**config.mk**
```make
export PLATFORM = sky130hd
export DESIGN_NAME = store_order_buf
export DESIGN_NICKNAME = d
export VERILOG_FILES = /design/src/rtl/sob_pkg.sv /design/src/rtl/sob_fifo.sv /design/src/rtl/sob_pick.sv /design/src/rtl/sob_watch.sv /design/src/rtl/store_order_buf.sv
export SDC_FILE = /design/constraint.sdc
export NUM_CORES = 1
export LEC_CHECK = 0
export BUFFER_PORTS_ARGS = -buffer_cell sky130_fd_sc_hd__buf_2
export CORE_MARGIN = 3
export CORE_UTILIZATION = 35
export DETAILED_ROUTE_END_ITERATION = 10
export MAX_ROUTING_LAYER = met4
export SLEW_MARGIN = 10
export SYNTH_ARGS = -nofsm -noshare
export SYNTH_HDL_FRONTEND = slang
export SYNTH_SLANG_ARGS = --single-unit
```
**constraint.sdc**
```tcl
create_clock -name clk_i -period 12.2 [get_ports clk_i]
set_input_delay 2.44 -clock clk_i [delete_from_list [all_inputs] [get_ports clk_i]]
set_output_delay 2.44 -clock clk_i [all_outputs]
set_load 0.05 [all_outputs]
```
**src/rtl/sob_pkg.sv**
```systemverilog
package sob_pkg;
  typedef enum logic [1:0] {W_FREE, W_WAIT, W_OPEN, W_DONE} win_e;
endpackage

```
**src/rtl/sob_fifo.sv**
```systemverilog
module sob_fifo #(
  parameter int DEPTH = 4,
  parameter int AW = 16,
  parameter int DW = 32,
  localparam int PW = $clog2(DEPTH),
  localparam int SW = PW + 1
) (
  input  logic          clk_i,
  input  logic          rst_ni,
  input  logic          push_i,
  input  logic [AW-1:0] push_addr_i,
  input  logic [DW-1:0] push_data_i,
  input  logic          pop_i,
  input  logic [AW-1:0] lk_addr_i,
  output logic          full_o,
  output logic          empty_o,
  output logic [AW-1:0] head_addr_o,
  output logic [DW-1:0] head_data_o,
  output logic [SW-1:0] head_seq_o,
  output logic [SW-1:0] tail_seq_o,
  output logic          lk_hit_o,
  output logic [DW-1:0] lk_data_o,
  output logic [SW-1:0] lk_seq_o
);
  logic [AW-1:0] addr_q [DEPTH];
  logic [DW-1:0] data_q [DEPTH];
  logic [SW-1:0] wr_q, rd_q, cnt;
  logic [SW-1:0] ent_seq [DEPTH];
  logic [DEPTH-1:0] ent_match;

  assign cnt         = wr_q - rd_q;
  assign full_o      = (cnt == SW'(DEPTH));
  assign empty_o     = (cnt == '0);
  assign head_addr_o = addr_q[rd_q[PW-1:0]];
  assign head_data_o = data_q[rd_q[PW-1:0]];
  assign head_seq_o  = rd_q;
  assign tail_seq_o  = wr_q - SW'(1);

  always_ff @(posedge clk_i or negedge rst_ni) begin
    if (!rst_ni) begin
      wr_q <= '0;
      rd_q <= '0;
    end else begin
      if (push_i) wr_q <= wr_q + SW'(1);
      if (pop_i)  rd_q <= rd_q + SW'(1);
    end
  end

  always_ff @(posedge clk_i) begin
    if (push_i) begin
      addr_q[wr_q[PW-1:0]] <= push_addr_i;
      data_q[wr_q[PW-1:0]] <= push_data_i;
    end
  end

  // age-ordered view: index 0 is oldest
  for (genvar g = 0; g < DEPTH; g++) begin : g_age
    assign ent_seq[g]   = rd_q + SW'(g);
    assign ent_match[g] = (SW'(g) < cnt) && (addr_q[ent_seq[g][PW-1:0]] == lk_addr_i);
  end

  // later (younger) matches override older ones
  always_comb begin
    lk_hit_o  = 1'b0;
    lk_data_o = '0;
    lk_seq_o  = '0;
    for (int i = 0; i < DEPTH; i++) begin
      if (ent_match[i]) begin
        lk_hit_o  = 1'b1;
        lk_data_o = data_q[ent_seq[i][PW-1:0]];
        lk_seq_o  = ent_seq[i];
      end
    end
  end
endmodule

```
**src/rtl/sob_pick.sv**
```systemverilog
module sob_pick #(
  parameter int N = 4
) (
  input  logic [N-1:0] req_i,
  output logic [N-1:0] gnt_o,
  output logic         any_o
);
  always_comb begin
    gnt_o = '0;
    for (int i = N - 1; i >= 0; i--) begin
      if (req_i[i]) gnt_o = N'(1) << i;
    end
  end
  assign any_o = |req_i;
endmodule

```
**src/rtl/sob_watch.sv**
```systemverilog
module sob_watch
  import sob_pkg::*;
#(
  parameter int SLOTS = 4,
  parameter int AW = 16,
  parameter int DW = 32,
  parameter int IDW = 4,
  parameter int SW = 3
) (
  input  logic                      clk_i,
  input  logic                      rst_ni,
  input  logic [SLOTS-1:0]          alloc_i,
  input  logic [AW-1:0]             cap_addr_i,
  input  logic [IDW-1:0]            cap_id_i,
  input  logic [DW-1:0]             cap_data_i,
  input  logic [SW-1:0]             cap_open_seq_i,
  input  logic [SW-1:0]             cap_close_seq_i,
  input  logic                      cap_open_i,
  input  logic                      cap_close_i,
  input  logic                      drain_i,
  input  logic [SW-1:0]             drain_seq_i,
  input  logic                      inv_valid_i,
  input  logic [AW-1:0]             inv_addr_i,
  input  logic [SLOTS-1:0]          release_i,
  output logic [SLOTS-1:0]          busy_o,
  output logic [SLOTS-1:0]          done_o,
  output logic [SLOTS-1:0][IDW-1:0] id_o,
  output logic [SLOTS-1:0][DW-1:0]  data_o,
  output logic [SLOTS-1:0]          log_o
);
  for (genvar g = 0; g < SLOTS; g++) begin : g_slot
    win_e          st_q;
    logic [AW-1:0] addr_q;
    logic [SW-1:0] open_seq_q, close_seq_q;
    logic          flag_q;
    logic          drain_open, drain_close, inv_hit;

    assign drain_open  = drain_i && (drain_seq_i == open_seq_q);
    assign drain_close = drain_i && (drain_seq_i == close_seq_q);
    assign inv_hit     = inv_valid_i && (inv_addr_i == addr_q);

    always_ff @(posedge clk_i or negedge rst_ni) begin
      if (!rst_ni) begin
        st_q        <= W_FREE;
        addr_q      <= '0;
        open_seq_q  <= '0;
        close_seq_q <= '0;
        flag_q      <= 1'b0;
        id_o[g]     <= '0;
        data_o[g]   <= '0;
      end else begin
        unique case (st_q)
          W_FREE: if (alloc_i[g]) begin
            addr_q      <= cap_addr_i;
            open_seq_q  <= cap_open_seq_i;
            close_seq_q <= cap_close_seq_i;
            id_o[g]     <= cap_id_i;
            data_o[g]   <= cap_data_i;
            flag_q      <= 1'b0;
            if (cap_close_i)     st_q <= W_DONE;
            else if (cap_open_i) st_q <= W_OPEN;
            else                 st_q <= W_WAIT;
          end
          W_WAIT: begin
            if (drain_close)     st_q <= W_DONE;
            else if (drain_open) st_q <= W_OPEN;
          end
          W_OPEN: begin
            if (inv_hit)     flag_q <= 1'b1;
            if (drain_close) st_q   <= W_DONE;
          end
          W_DONE: if (release_i[g]) st_q <= W_FREE;
          default: st_q <= W_FREE;
        endcase
      end
    end

    assign busy_o[g] = (st_q != W_FREE);
    assign done_o[g] = (st_q == W_DONE);
    assign log_o[g]  = flag_q;
  end
endmodule

```
**src/rtl/store_order_buf.sv**
```systemverilog
module store_order_buf #(
  parameter int DEPTH = 4,
  parameter int SLOTS = 4,
  parameter int AW = 16,
  parameter int DW = 32,
  parameter int IDW = 4
) (
  input  logic           clk_i,
  input  logic           rst_ni,
  input  logic           st_valid_i,
  output logic           st_ready_o,
  input  logic [AW-1:0]  st_addr_i,
  input  logic [DW-1:0]  st_data_i,
  output logic           mem_wr_valid_o,
  input  logic           mem_wr_ready_i,
  output logic [AW-1:0]  mem_wr_addr_o,
  output logic [DW-1:0]  mem_wr_data_o,
  input  logic           ld_valid_i,
  output logic           ld_ready_o,
  input  logic [AW-1:0]  ld_addr_i,
  input  logic [IDW-1:0] ld_id_i,
  input  logic [DW-1:0]  ld_mem_data_i,
  output logic [DW-1:0]  ld_data_o,
  output logic           ld_fwd_o,
  input  logic           inv_valid_i,
  input  logic [AW-1:0]  inv_addr_i,
  output logic           rpt_valid_o,
  output logic [IDW-1:0] rpt_id_o,
  output logic [DW-1:0]  rpt_data_o,
  output logic           rpt_log_o,
  output logic           idle_o
);
  localparam int SW = $clog2(DEPTH) + 1;

  logic          full, empty, push, drain, hit, ld_acc, cap_open, cap_close;
  logic [SW-1:0] head_seq, tail_seq, hit_seq;
  logic [DW-1:0] hit_data;
  logic [SLOTS-1:0] busy, done, free_gnt, rpt_gnt, alloc, slot_log;
  logic [SLOTS-1:0][IDW-1:0] slot_id;
  logic [SLOTS-1:0][DW-1:0]  slot_data;

  assign push  = st_valid_i && st_ready_o;
  assign drain = mem_wr_valid_o && mem_wr_ready_i;

  sob_fifo #(.DEPTH(DEPTH), .AW(AW), .DW(DW)) u_fifo (
    .clk_i       (clk_i),
    .rst_ni      (rst_ni),
    .push_i      (push),
    .push_addr_i (st_addr_i),
    .push_data_i (st_data_i),
    .pop_i       (drain),
    .lk_addr_i   (ld_addr_i),
    .full_o      (full),
    .empty_o     (empty),
    .head_addr_o (mem_wr_addr_o),
    .head_data_o (mem_wr_data_o),
    .head_seq_o  (head_seq),
    .tail_seq_o  (tail_seq),
    .lk_hit_o    (hit),
    .lk_data_o   (hit_data),
    .lk_seq_o    (hit_seq)
  );

  assign st_ready_o     = !full;
  assign mem_wr_valid_o = !empty;
  assign idle_o         = empty;
  assign ld_fwd_o       = hit;
  assign ld_data_o      = hit ? hit_data : ld_mem_data_i;

  // window edges that coincide with the load's own cycle
  assign cap_open  = !hit || (drain && head_seq == hit_seq);
  assign cap_close = empty || (drain && head_seq == tail_seq);

  sob_pick #(.N(SLOTS)) u_free (
    .req_i (~busy),
    .gnt_o (free_gnt),
    .any_o (ld_ready_o)
  );

  assign ld_acc = ld_valid_i && ld_ready_o;
  assign alloc  = free_gnt & {SLOTS{ld_acc}};

  sob_watch #(.SLOTS(SLOTS), .AW(AW), .DW(DW), .IDW(IDW), .SW(SW)) u_watch (
    .clk_i           (clk_i),
    .rst_ni          (rst_ni),
    .alloc_i         (alloc),
    .cap_addr_i      (ld_addr_i),
    .cap_id_i        (ld_id_i),
    .cap_data_i      (ld_data_o),
    .cap_open_seq_i  (hit_seq),
    .cap_close_seq_i (tail_seq),
    .cap_open_i      (cap_open),
    .cap_close_i     (cap_close),
    .drain_i         (drain),
    .drain_seq_i     (head_seq),
    .inv_valid_i     (inv_valid_i),
    .inv_addr_i      (inv_addr_i),
    .release_i       (rpt_gnt),
    .busy_o          (busy),
    .done_o          (done),
    .id_o            (slot_id),
    .data_o          (slot_data),
    .log_o           (slot_log)
  );

  sob_pick #(.N(SLOTS)) u_rpt (
    .req_i (done),
    .gnt_o (rpt_gnt),
    .any_o (rpt_valid_o)
  );

  always_comb begin
    rpt_id_o   = '0;
    rpt_data_o = '0;
    rpt_log_o  = 1'b0;
    for (int i = 0; i < SLOTS; i++) begin
      if (rpt_gnt[i]) begin
        rpt_id_o   = slot_id[i];
        rpt_data_o = slot_data[i];
        rpt_log_o  = slot_log[i];
      end
    end
  end
endmodule

```
==> Word level (Yosys, flattened, before mapping) <==
Memories as Yosys holds them, arrays and structs flattened.
Index checks and enable logic that the tools add are counted.
{ "word_totals": {"ff_bits": 250, "ramBits": 192, "inputBits": 122, "mem_count": 2} }
{ "memory_table": {"columns": ["memory", "depth", "word_bits", "read_ports", "rd_clocked_by_memory_dff", "write_ports", "line_no", "rtl"], "rows": [
  ["u_fifo.data_q", 4, 32, 4, 0, 1, "sob_fifo.sv:26", "logic [DW-1:0] data_q [DEPTH];"],
  ["u_fifo.addr_q", 4, 16, 4, 0, 1, "sob_fifo.sv:25", "logic [AW-1:0] addr_q [DEPTH];"]
]} }
{ "op_classes": {"addsub": 6, "magnitude_cmp": 4, "n_eq_ne": 51, "mux": 73, "bitwise_logic": 2, "reduce_logical": 53} }
{ "op_table": {"columns": ["cell", "n"], "rows": [
  ["$mux W32", 9],
  ["$eq A16 B16 Y1", 8],
  ["$mux W4", 12],
  ["$mux W2", 22],
  ["$pmux W2 S4", 4],
  ["$eq A3 B3 Y1", 10],
  ["$ne A2 B1 Y1 const B", 12],
  ["$logic_and A1 B1 Y1", 21],
  ["$mux W1", 18],
  ["$eq A2 B2 Y1 const B", 8],
  ["$reduce_and A4 Y1", 4],
  ["$reduce_bool A2 Y1", 8],
  ["$mux W3", 4],
  ["$ne A3 B1 Y1 const B", 4],
  ["$reduce_and A3 Y1", 4],
  ["$eq A2 B1 Y1 const B", 4],
  ["$logic_not A2 Y1", 4],
  ["$ne A2 B2 Y1 const B", 4],
  ["$pmux W1 S2", 4],
  ["$reduce_and A2 Y1", 4],
  ["$reduce_or A4 Y1", 2],
  ["$add A3 B1 Y3 const B", 2],
  ["$add A3 B2 Y3 const B", 2],
  ["$lt A1 B3 Y1 const A", 2],
  ["9 further kinds", 13]
]} }

==> Depth between registers and ports, before layout <==
{ "logic_depth": {"word_depth": 14, "mapped_depth": 22, "mapped_depth_nobuf": 13} }

==> Cells and area by module <==
Synthesis repeated with hierarchy kept, for this count alone.
{ "unflattened": {"cells_unflattened": 1797, "hier_area_um2": 25776.0} }
{ "by_module_without_submodules": {"columns": ["module", "instances", "cells_per_inst", "area_per_inst_um2", "seq_area_each_um2"], "rows": [
  ["sob_fifo", 1, 813, 12985.0, 5915.7],
  ["sob_watch", 1, 740, 10699.0, 6105.9],
  ["store_order_buf", 1, 234, 2011.9, 0.0],
  ["sob_pick", 2, 5, 40.0, 0.0]
]} }

==> Worst setup path before layout <==
No wires, ideal clock.
{ "synth_timing": {"path_kind": "register to output", "startpoint": "register u_fifo.rd_q[1] (netlist: u_fifo.head_seq_o[1])", "endpoint": "output port ld_data_o[1]", "t_arrival_ns": 5.390, "required_ns": 9.760, "slack_ns": 4.370, "path_stages_with_launch": 23, "path_buffers": 11, "cell_sequence": "dfrtp_1 buf_2 buf_4 buf_4 buf_4 buf_2 buf_2 buf_1 inv_1 ha_1 buf_2 buf_2 buf_2 mux2_2 o221ai_1 a2bb2oi_1 nor2_1 and3_1 buf_2 nor3_4 clkinv_2 o22ai_2 inv_1"} }
{ "synth_lines": {"columns": ["item", "line_no", "rtl"], "rows": [
  ["from (decl)", "sob_fifo.sv:27", "logic [SW-1:0] wr_q, rd_q, cnt;"],
  ["from (signal assigned)", "sob_fifo.sv:45", "if (pop_i) rd_q <= rd_q + SW'(1);"],
  ["to (decl)", "store_order_buf.sv:23", "output logic [DW-1:0] ld_data_o,"]
]} }

==> flow_summary.toml <==
[cts]
cts_resized = 0
cts_buffers = 51
path_clk_slew_ns = 0.06
cts.sinks = 442
clockBufferDepth = 3
cts_setup_buffers = 0
clk_latency_ns = 0.60
cts-root-buf = "clkbuf_16"
cts_tree = "done"
h-tree-depth = 2
cts_hold_buf = 0

[critical_path]
required_ns = 9.76
r2r-start = "u_fifo.head_seq_o[0]"
crit_chain = "inv_1 -> ha_4 -> buf_4 -> mux4_2 -> xnor2_1 -> and2_1 -> nand2_1 -> o211ai_2 -> o2111ai_1 -> a22oi_1 -> inv_1 -> buf_2"
critPathLaunchType = "flop"
cp_data_arrival_time_ns = 7.77
slowest_delay_ns = 1.02
critPathBufInv = 4
critical_path.top_delay_family = "compound AO/OA/AOI/OAI gates"
crit_start = "u_fifo.head_seq_o[0]"
crit_fanout = 58
crit_top_cell = "inv_1"
cp-end-kind = "primary output"
slowest_stage = "dfrtp_4"
critPathKind = "reg -> out"

[logic_synthesis]
synth_top_family_by_area = "multiplexers"
yosys-top-cells-area = "dfrtp_1 24%, edfxtp_1 22%, mux4_2 15%"
avgSynthCellArea_um2 = 11.6
yosys.area.top_type = "dfrtp_1"
synthDistinctLibCells = 84
synth-simple-area-share_pct = 11.6
synth-xor-area-share_pct = 5.25
yosys_warnings = 0
syn_nets = 2402
synth_ff_type = "dfrtp_1"
yosysSeqAreaShare_pct = 45.8
synthArstFlopShare_pct = 56.6
synth_compound_area_share_pct = 14.8
synth_top_cell_area_share_pct = 23.8
synthAdderAreaFrac_pct = 1.17
synthesis.instances = 2256
ys_seq_elements = 442
syn_area_mm2 = 0.0263
muxShareOfSynthArea_pct = 17.0
synth_edf_count = 192

[pwr]
clkPwrFrac_pct = 17.2
comb_power_share_pct = 54.3
p_sw_share_pct = 46.2
internal_power_mw = 4.91
p_per_area_mw_per_mm2 = 306
p_sw_mw = 4.22
p_seq_share_pct = 28.4
p_leak_nw = 11.7
ir_drop_mv = 0.185

[detailed_routing]
ant_nets = 0
wirelength_um = 85100
drc_errors = 0
via_per_inst = 5.98
dr.pass1.iters = 5
num_vias = 20300
drt_iter0_markers = 2103
routedWlPerCell_um = 25.1

[global_routing]
grt-ovfl-total = 0
grtUsageMet2_pct = 31.8
grt_pass1_wl_um = 127000
use_met1_pct = 31.1
antenna_found_initial = 19
gr-usage-met3_pct = 4.15
track_usage_pct = 21.9
grt_pass1_vias = 19500
grt_max_degree = 110
top_usage_layer = "met2"

[floorplanning]
ios = 245
coreArea_mm2 = 0.0737
fp-row-count = 99
start_util_pct = 35.6
die_h_um = 280
die_w_um = 280
dieArea_mm2 = 0.0784

[timing]
setup_tns_ns = 0
setup_violations = 0
finalHoldViolations = 0
rsz0062_at_grt = "no"
maxSlewHeadroom_pct = 25.2
hold_ws_ns = 0.477
fin_crit_ns = 10.21
setup_ws_ns = 1.99
fmax_mhz = 98.0
drv_slew = 0
fin_skew_ns = 0.0241
tightest_slew_ns = 1.11
fin_crit_sh_pct = 83.7

[place]
dpl_worst_slack_ns = 2.66
hpwlAfterDp_um = 59700
gp_congestion = 0.945
portBuffers = 244
dpl-instance-area_mm2 = 0.0281
dp_cells = 3282

[final_layout]
final_area_mm2 = 0.0299
n_fill_cell = 6887
drive_above_1_share_pct = 26.0
register_area_mm2 = 0.0120
final_nets = 2522
multi_input_area_mm2 = 0.0132
fin_cells = 3393
area.growth.synth_to_final_pct = 13.7

[worst_hold_path]
holdCritStartpoint = "u_watch.id_o[5]"
hold_class = "reg -> reg"

[outcome]
outcome = "completed"

[flow_run]
cap_violations = 0
-- worst paths after layout --
check / end / slack, ns / depth (start not counted)
worst max register to register: u_watch.data_o[49] / 5.06 / 11
max in group asynchronous: u_watch.data_o[55] / 7.90 / 3
worst min register to register: u_watch.id_o[5] / 0.48 / 2
min in group asynchronous: u_watch.g_slot[2].addr_q[13] / 1.90 / 1
worst max-delay path: ld_data_o[31] / 1.99 / 12
worst min-delay path: u_watch.id_o[5] / 0.48 / 2
-- layout make-up --
cell class	instances	share of cell area (%)
Clock buffer	65	4.76
Multi-Input combinational cell	1550	44.1
Timing Repair Buffer	276	4.93
Inverter	55	0.696
Antenna cell	16	0.134
Tap cell	959	4.02
Sequential cell	442	40.3
Clock inverter	30	1.09
-- registers in the layout, indices dropped and copies added (netlist names) --
name                        count
u_watch.g_slot.flag_q           4
u_watch.g_slot.st_q             8
u_watch.id_o                   16
u_watch.g_slot.addr_q          64
u_watch.g_slot.close_seq_q     12
u_fifo.addr_q                  64
u_fifo.wr_q                     3
u_fifo.head_seq_o               3
u_watch.g_slot.open_seq_q      12
u_fifo.data_q                 128
u_watch.data_o                128
-- placed cells by master (no fill, tap or decap), types with 7 or more instances in the layout --
cell type / count
and3_1: 28
or4b_1: 20
mux4_2: 178
clkbuf_16: 52
a41oi_1: 21
a22o_1: 22
clkinv_1: 7
o2111ai_1: 33
nand2b_1: 30
a21o_1: 24
o22ai_1: 7
o22ai_2: 10
nand3_1: 64
o31ai_1: 34
a31oi_1: 7
nand2_1: 266
xnor2_1: 77
nand4_1: 23
mux2_2: 7
buf_4: 32
clkinv_2: 7
ha_1: 21
diode_2: 16
nor4_1: 22
edfxtp_1: 192
a22oi_1: 40
mux2i_1: 37
clkbuf_8: 7
inv_1: 50
a21oi_1: 77
a221o_1: 42
o21ai_1: 40
nor2_1: 141
a311oi_2: 7
o21ai_0: 56
xor2_1: 78
o311ai_0: 17
buf_2: 243
a22oi_2: 19
dfrtp_1: 248
-- metal layers --
metal | up-vias | share of wire [%]
met2 | 914 | 45
li1 | 8890 | -
met5 | - | 0
met1 | 10400 | 44
met4 | 0 | 2.7
met3 | 128 | 7.9
-- power by group through the flow --
| stage | combinational [mW] | clock (mW) | sequential [mW] |
|---|---|---|---|
| 3_5_place_dp | 4.94 | 0 | 2.61 |
| 3_3_place_gp | 4.90 | 0 | 2.56 |
| 5_1_grt | 5.29 | 1.67 | 2.66 |
| 6_report | 4.96 | 1.57 | 2.59 |
| 2_1_floorplan | 3.85 | 0 | 2.40 |
| 4_1_cts | 4.96 | 1.61 | 2.58 |
-- kinds of logic after synthesis --
kind of cell	count (synthesis)
simple gates	644
xor+xnor	156
flops	442
fa+ha+maj	24
mux	222
compound gates	504
buf+inv	264
-- synth_stat cells, types with 22 or more instances --
| master | count |
|---|---|
| clkbuf_1 | 128 |
| nand3_1 | 66 |
| a22oi_1 | 40 |
| nand2_1 | 267 |
| ha_1 | 23 |
| o21ai_1 | 40 |
| mux4_2 | 178 |
| a21o_1 | 24 |
| edfxtp_1 | 192 |
| a221o_1 | 42 |
| inv_1 | 50 |
| o2111ai_1 | 33 |
| buf_2 | 48 |
| xor2_1 | 78 |
| nor4_1 | 24 |
| xnor2_1 | 77 |
| nand2b_1 | 30 |
| nand4_1 | 23 |
| nor2_1 | 144 |
| dfrtp_1 | 250 |
| mux2i_1 | 37 |
| o31ai_1 | 34 |
| a21oi_1 | 77 |
| o21ai_0 | 56 |
| and3_1 | 33 |
| a22o_1 | 22 |
-- worst min-delay path: stages (launching register included) --
cell,delay [ns]
dfrtp_1,0.34
nand2_1,0.05
nand2_1,0.06
-- per-stage QoR --
step | total power [mW] | util, %
final | 9.13 | 40.5
after global routing | 9.62 | 40.5
after CTS | 9.15 | 40.5
after detailed placement | 7.55 | 38.1
after global placement | 7.47 | 38.1
after floorplan | 6.25 | -
(Power assumes the default switching activity.)
